<file path="config.mk">
export PLATFORM = sky130hd
export DESIGN_NAME = comma_aligner
export DESIGN_NICKNAME = d
export VERILOG_FILES = /design/src/rtl/comma_align_pkg.sv /design/src/rtl/word_history.sv /design/src/rtl/comma_finder.sv /design/src/rtl/offset_ctrl.sv /design/src/rtl/comma_aligner.sv
export SDC_FILE = /design/constraint.sdc
export NUM_CORES = 1
export LEC_CHECK = 0
export ABC_CLOCK_PERIOD_IN_PS = 2400
export BUFFER_PORTS_ARGS = -buffer_cell sky130_fd_sc_hd__clkbuf_2
export CORE_ASPECT_RATIO = 1.25
export CORE_MARGIN = 3
export CORE_UTILIZATION = 53
export CTS_BUF_LIST = sky130_fd_sc_hd__clkbuf_16
export DETAILED_ROUTE_END_ITERATION = 12
export PLACE_DENSITY = 0.76
export SYNTH_ARGS = -nofsm -noshare
export SYNTH_HDL_FRONTEND = slang
export SYNTH_SLANG_ARGS = --single-unit
export TNS_END_PERCENT = 30
</file>
<file path="constraint.sdc">
create_clock -name clk -period 2.4 [get_ports clk]
set_clock_uncertainty 0.1 [all_clocks]
set_input_delay 0.12 -clock clk [delete_from_list [all_inputs] [get_ports clk]]
set_output_delay 0.12 -clock clk [all_outputs]
set_load 0.02 [all_outputs]
</file>
<file path="src/rtl/comma_align_pkg.sv">
package comma_align_pkg;

  localparam int SYM_W_DEF   = 10;
  localparam int COMMA_W_DEF = 7;
  // comma seen LSB-first as 0,0,1,1,1,1,1
  localparam logic [COMMA_W_DEF-1:0] COMMA_PAT_DEF = 7'b1111100;

  typedef enum logic [1:0] {
    MODE_FROZEN = 2'b00,
    MODE_COMMA  = 2'b01,
    MODE_JOG    = 2'b10,
    MODE_RSVD   = 2'b11
  } align_mode_e;

endpackage

</file>
<file path="src/rtl/word_history.sv">
module word_history #(
  parameter int SYM_W = comma_align_pkg::SYM_W_DEF,
  localparam int SPAN_W = 2 * SYM_W - 1
) (
  input  logic              clk,
  input  logic              rst,
  input  logic              in_vld,
  input  logic [SYM_W-1:0]  in_word,
  output logic [SPAN_W-1:0] span,
  output logic              fresh,
  output logic              full
);

  logic [SYM_W-1:0] prev_q, cur_q;
  logic [1:0]       fill_q;
  logic             fresh_q;

  always_ff @(posedge clk) begin
    if (rst) begin
      prev_q  <= '0;
      cur_q   <= '0;
      fill_q  <= '0;
      fresh_q <= 1'b0;
    end else begin
      fresh_q <= in_vld;
      if (in_vld) begin
        prev_q <= cur_q;
        cur_q  <= in_word;
        if (fill_q != 2'd2) fill_q <= fill_q + 2'd1;
      end
    end
  end

  // earliest bit at index 0; top bit of current word can never start a window
  assign span  = {cur_q[SYM_W-2:0], prev_q};
  assign fresh = fresh_q;
  assign full  = (fill_q == 2'd2);

endmodule

</file>
<file path="src/rtl/comma_finder.sv">
module comma_finder #(
  parameter int SYM_W   = comma_align_pkg::SYM_W_DEF,
  parameter int COMMA_W = comma_align_pkg::COMMA_W_DEF,
  parameter logic [COMMA_W-1:0] COMMA_PAT = comma_align_pkg::COMMA_PAT_DEF,
  localparam int OFF_W  = $clog2(SYM_W),
  localparam int SCAN_W = SYM_W + COMMA_W - 1
) (
  input  logic [SCAN_W-1:0] scan,
  output logic              hit,
  output logic [OFF_W-1:0]  hit_off
);

  logic [SYM_W-1:0] match;

  for (genvar k = 0; k < SYM_W; k++) begin : g_cand
    logic [COMMA_W-1:0] head;
    assign head     = scan[k +: COMMA_W];
    assign match[k] = (head == COMMA_PAT) || (head == ~COMMA_PAT);
  end

  // lowest matching offset wins
  always_comb begin
    hit     = 1'b0;
    hit_off = '0;
    for (int k = SYM_W - 1; k >= 0; k--) begin
      if (match[k]) begin
        hit     = 1'b1;
        hit_off = OFF_W'(k);
      end
    end
  end

endmodule

</file>
<file path="src/rtl/offset_ctrl.sv">
module offset_ctrl #(
  parameter int SYM_W = comma_align_pkg::SYM_W_DEF,
  localparam int OFF_W = $clog2(SYM_W)
) (
  input  logic             clk,
  input  logic             rst,
  input  logic [1:0]       mode,
  input  logic             eval,
  input  logic             hit,
  input  logic [OFF_W-1:0] hit_off,
  output logic [OFF_W-1:0] off_q,
  output logic [OFF_W-1:0] off_nxt,
  output logic             moved
);
  import comma_align_pkg::*;

  align_mode_e      mode_e;
  logic [1:0]       mode_q;
  logic             jog_edge;
  logic [OFF_W-1:0] off_step;

  assign mode_e   = align_mode_e'(mode);
  assign jog_edge = (mode_e == MODE_JOG) && !mode_q[1];
  assign off_step = (off_q == OFF_W'(SYM_W - 1)) ? '0 : off_q + 1'b1;

  always_comb begin
    off_nxt = off_q;
    unique case (mode_e)
      MODE_COMMA:  if (eval && hit) off_nxt = hit_off;
      MODE_JOG:    if (jog_edge)    off_nxt = off_step;
      default:     off_nxt = off_q;
    endcase
  end

  assign moved = (off_nxt != off_q);

  always_ff @(posedge clk) begin
    if (rst) begin
      off_q  <= '0;
      mode_q <= mode;   // track input so a held jog code is no edge
    end else begin
      off_q  <= off_nxt;
      mode_q <= mode;
    end
  end

endmodule

</file>
<file path="src/rtl/comma_aligner.sv">
module comma_aligner #(
  parameter int SYM_W   = comma_align_pkg::SYM_W_DEF,
  parameter int COMMA_W = comma_align_pkg::COMMA_W_DEF,
  localparam int OFF_W  = $clog2(SYM_W),
  localparam int SPAN_W = 2 * SYM_W - 1,
  localparam int SCAN_W = SYM_W + COMMA_W - 1
) (
  input  logic             clk,
  input  logic             rst,
  input  logic             in_vld,
  input  logic [SYM_W-1:0] in_word,
  input  logic [1:0]       mode,
  output logic [SYM_W-1:0] out_word,
  output logic             out_vld,
  output logic [OFF_W-1:0] bit_offset,
  output logic             realign
);

  logic [SPAN_W-1:0] span;
  logic              fresh, full;
  logic              hit, moved;
  logic [OFF_W-1:0]  hit_off, off_q, off_nxt;
  logic [SYM_W-1:0]  window;
  logic [SYM_W-1:0]  word_q;
  logic              vld_q, realign_q;

  word_history #(.SYM_W(SYM_W)) u_hist (
    .clk     (clk),
    .rst     (rst),
    .in_vld  (in_vld),
    .in_word (in_word),
    .span    (span),
    .fresh   (fresh),
    .full    (full)
  );

  comma_finder #(.SYM_W(SYM_W), .COMMA_W(COMMA_W)) u_find (
    .scan    (span[SCAN_W-1:0]),
    .hit     (hit),
    .hit_off (hit_off)
  );

  offset_ctrl #(.SYM_W(SYM_W)) u_ctrl (
    .clk     (clk),
    .rst     (rst),
    .mode    (mode),
    .eval    (fresh && full),
    .hit     (hit),
    .hit_off (hit_off),
    .off_q   (off_q),
    .off_nxt (off_nxt),
    .moved   (moved)
  );

  // barrel select of the window at the offset in force
  always_comb begin
    window = '0;
    for (int k = 0; k < SYM_W; k++) begin
      if (off_q == OFF_W'(k)) window = span[k +: SYM_W];
    end
  end

  always_ff @(posedge clk) begin
    if (rst) begin
      word_q    <= '0;
      vld_q     <= 1'b0;
      realign_q <= 1'b0;
    end else begin
      if (fresh) word_q <= window;
      vld_q     <= fresh && full && !moved;
      realign_q <= moved;
    end
  end

  assign out_word   = word_q;
  assign out_vld    = vld_q;
  assign bit_offset = off_q;
  assign realign    = realign_q;

endmodule

</file>
==> results.py <==
metrics = {
    "global_routing": {
        "antenna_found_initial": 0,
        "track_usage": 0.2784,
        "grt_max_degree": 40,
        "grt_pass1_vias": 3046,
        "grt_overflow_total": 0,
        "grt_pass1_wl_um": 14950,
    },
    "die": {
        "die_width_um": 74.55,
        "dieHeight_um": 91.69,
        "core_sq_um": 5555,
        "dieArea_sq_um": 6835,
        "ios": 31,
        "start_util": 0.5604,
        "row_count": 30,
    },
    "synth": {
        "yosys_warnings": 0,
        "syn_nets": 383,
        "yosysSeqAreaShare": 0.2572,
        "synth_seq_cells": 40,
        "synth.top_cell.area_share": 0.2572,
        "synth_cell_types": 67,
        "netlist_top_cells_area": "dfxtp_1, mux2i_1, nor2_1",
        "synth_ff_type": "dfxtp_1",
        "netlist_instances": 365,
        "avgSynthCellArea_sq_um": 8.529,
        "synth_async_sr_flop_share": 0,
        "netlist_area_sq_um": 3113,
        "synth_edf_count": 0,
        "synth_top_area_cell": "dfxtp_1",
    },
    "setup_path": {
        "critPathKind": "reg2reg",
        "cp_max_fo": 9,
        "start_kind": "flip-flop",
        "crit_arrival_ns": 2.67,
        "crit_path_end_kind": "flip-flop",
        "cp_data_required_time_ns": 2.48,
        "reg2reg_slack_ns": -0.19,
    },
    "clock_tree": {
        "clock_path_buffers": 2,
        "tritoncts": "built",
        "path_clk_slew_ns": 0.06,
        "numCtsBuffers": 5,
        "clock_sinks": 40,
        "htree_levels": 2,
        "cts_root_buf": "clkbuf_16",
        "insertion_delay_ns": 0.29,
    },
    "detailed_routing": {
        "vias": 3155,
        "viasPerCell": 6.387,
        "drc": 0,
        "drtPass1Iterations": 5,
        "wl_um": 9124,
        "ant_nets": 0,
        "drt-initial-drc-count": 227,
        "avgRoutedWirePerCell_um": 18.47,
    },
    "finish": {
        "drive_gt1_frac": 0.3209,
        "area_growth_pct": 23.35,
        "multi_input_area_sq_um": 2054,
        "register_area_sq_um": 823.3,
        "layout.nets": 447,
        "layout_common_cells": "nor2_1, buf_4, mux2i_1",
        "fill_cells": 443,
        "fin_util": 0.6912,
        "diodes": 0,
    },
    "timing": {
        "worst_pin_slew_ns": 0.8186,
        "tns_ns": -0.3666,
        "period_share": 1.079,
        "fin_ws_ns": -0.1899,
        "timing.fmax_ghz": 0.3861,
        "maxSlewViolCount": 0,
        "maxSlewHeadroom": 0.4543,
        "rsz0062_at_grt": "yes",
        "min_period_ns": 2.590,
        "setup_violations": 2,
        "hold_viol": 0,
    },
    "place": {
        "pre_cts_slack_ns": -0.2755,
        "port_buffers": 30,
        "hpwlAfterDp_um": 6366,
        "gp_congestion": 0.9153,
    },
    "status": {
        "status": "finished with violations",
        "failed_checks": "setup timing",
    },
    "run": {
        "drv_cap": 0,
    },
    "pwr": {
        "ir_drop_mv": 0.3922,
        "p_total_mw": 1.891,
        "power_density_nw_per_um2": 492.6,
        "p_leak_nw": 1.574,
    },
    "min_path": {
        "hp-class": "in2reg",
    },
}
cells by family after synthesis:
| kind of cell | Yosys count | synth area share |
|---|---|---|
| and+or+nand+nor | 132 | 0.2243 |
| buffers and inverters | 49 | 0.1009 |
| DFF | 40 | 0.2572 |
| AOI/OAI and AO/OA | 93 | 0.2311 |
| muxes | 46 | 0.1688 |
| xor gates and xnor gates | 2 | 0.005628 |
| adders and majority gates | 3 | 0.01206 |
stage by stage:
step / std cells / instance area, sq um / hold WS [ns]
5_1_grt: 494 / 3840 / 0.02078
2_1_floorplan: 365 / 3120 / 0.04772
3_3_place_gp: 475 / 3496 / 0.1550
6_report: 494 / 3840 / 0.0004707
3_5_place_dp: 475 / 3496 / 0.1610
4_1_cts: 494 / 3812 / 0.01616
repair_timing:
item,4_1_cts,5_1_grt
pin swaps,6,0
resized for setup,15,10
buffers inserted,2,0
endpoints found under the hold margin,9,0
setup endpoints to repair,4,6
hold buffers,9,0
cell usage after synthesis (all sizes together) (6+ instances only):
cell type and instances:
nor2b 8, nand2 22, nor2 55, inv 11, dfxtp 40, o22ai 9
clkbuf 21, a22oi 16, nand3 8, a21oi 6, nand4 7, nor3 8
o21ai 14, mux2i 39, a311oi 6, buf 17
layout make-up:
class                           instances  share of cell area
Tap cell                               64             0.02085
Sequential cell                        40              0.2144
Inverter                               11             0.01075
Multi-Input combinational cell        276              0.5350
Clock inverter                          3             0.01108
Timing Repair Buffer                   95              0.1753
Clock buffer                            5             0.03258
sequential cells by signal, summed over array words and instances, names as in the netlist:
register       cells
out_vld            1
out_word          10
realign            1
u_ctrl.mode_q      1
u_ctrl.off_q       4
u_hist.cur_q      10
u_hist.fill_q      2
u_hist.fresh       1
u_hist.prev_q     10
worst max-delay path: stages, from the launching register on:
cell and delay [ns]:
dfxtp_4 0.38, and2_4 0.19, a32oi_4 0.26, nand3_2 0.11, or4b_4 0.58, mux2i_1 0.18
o311ai_1 0.12, a311o_1 0.36, o21ba_1 0.20
final timing paths:
kind,startpoint,end,depth (start not counted)
worst max-delay path,u_hist.prev_q[8]$_SDFFE_PP0P_,realign$_SDFF_PP0_,8
worst min-delay path,in_word[6],u_hist.cur_q[6]$_SDFFE_PP0P_,3
worst min register to register,out_word[2]$_SDFFE_PP0P_,out_word[2]$_SDFFE_PP0P_,2
worst max register to register,u_hist.prev_q[8]$_SDFFE_PP0P_,realign$_SDFF_PP0_,8
where the power goes:
part           internal (mW)  leakage (nW)  switching (mW)
sequential             0.700         0.334          0.0384
clock                  0.489        0.0798           0.285
combinational          0.170          1.16           0.209
layer usage:
| layer | vias up | part of all wire | GRT usage |
|---|---|---|---|
| met4 | 0 | 0.033 | 0.1098 |
| met1 | 1507 | 0.40 | 0.3482 |
| met3 | 30 | 0.052 | 0.04276 |
| li1 | 1495 | - | - |
| met2 | 123 | 0.51 | 0.4685 |
| met5 | - | 0 | 0 |
(Power assumes the default switching activity.)
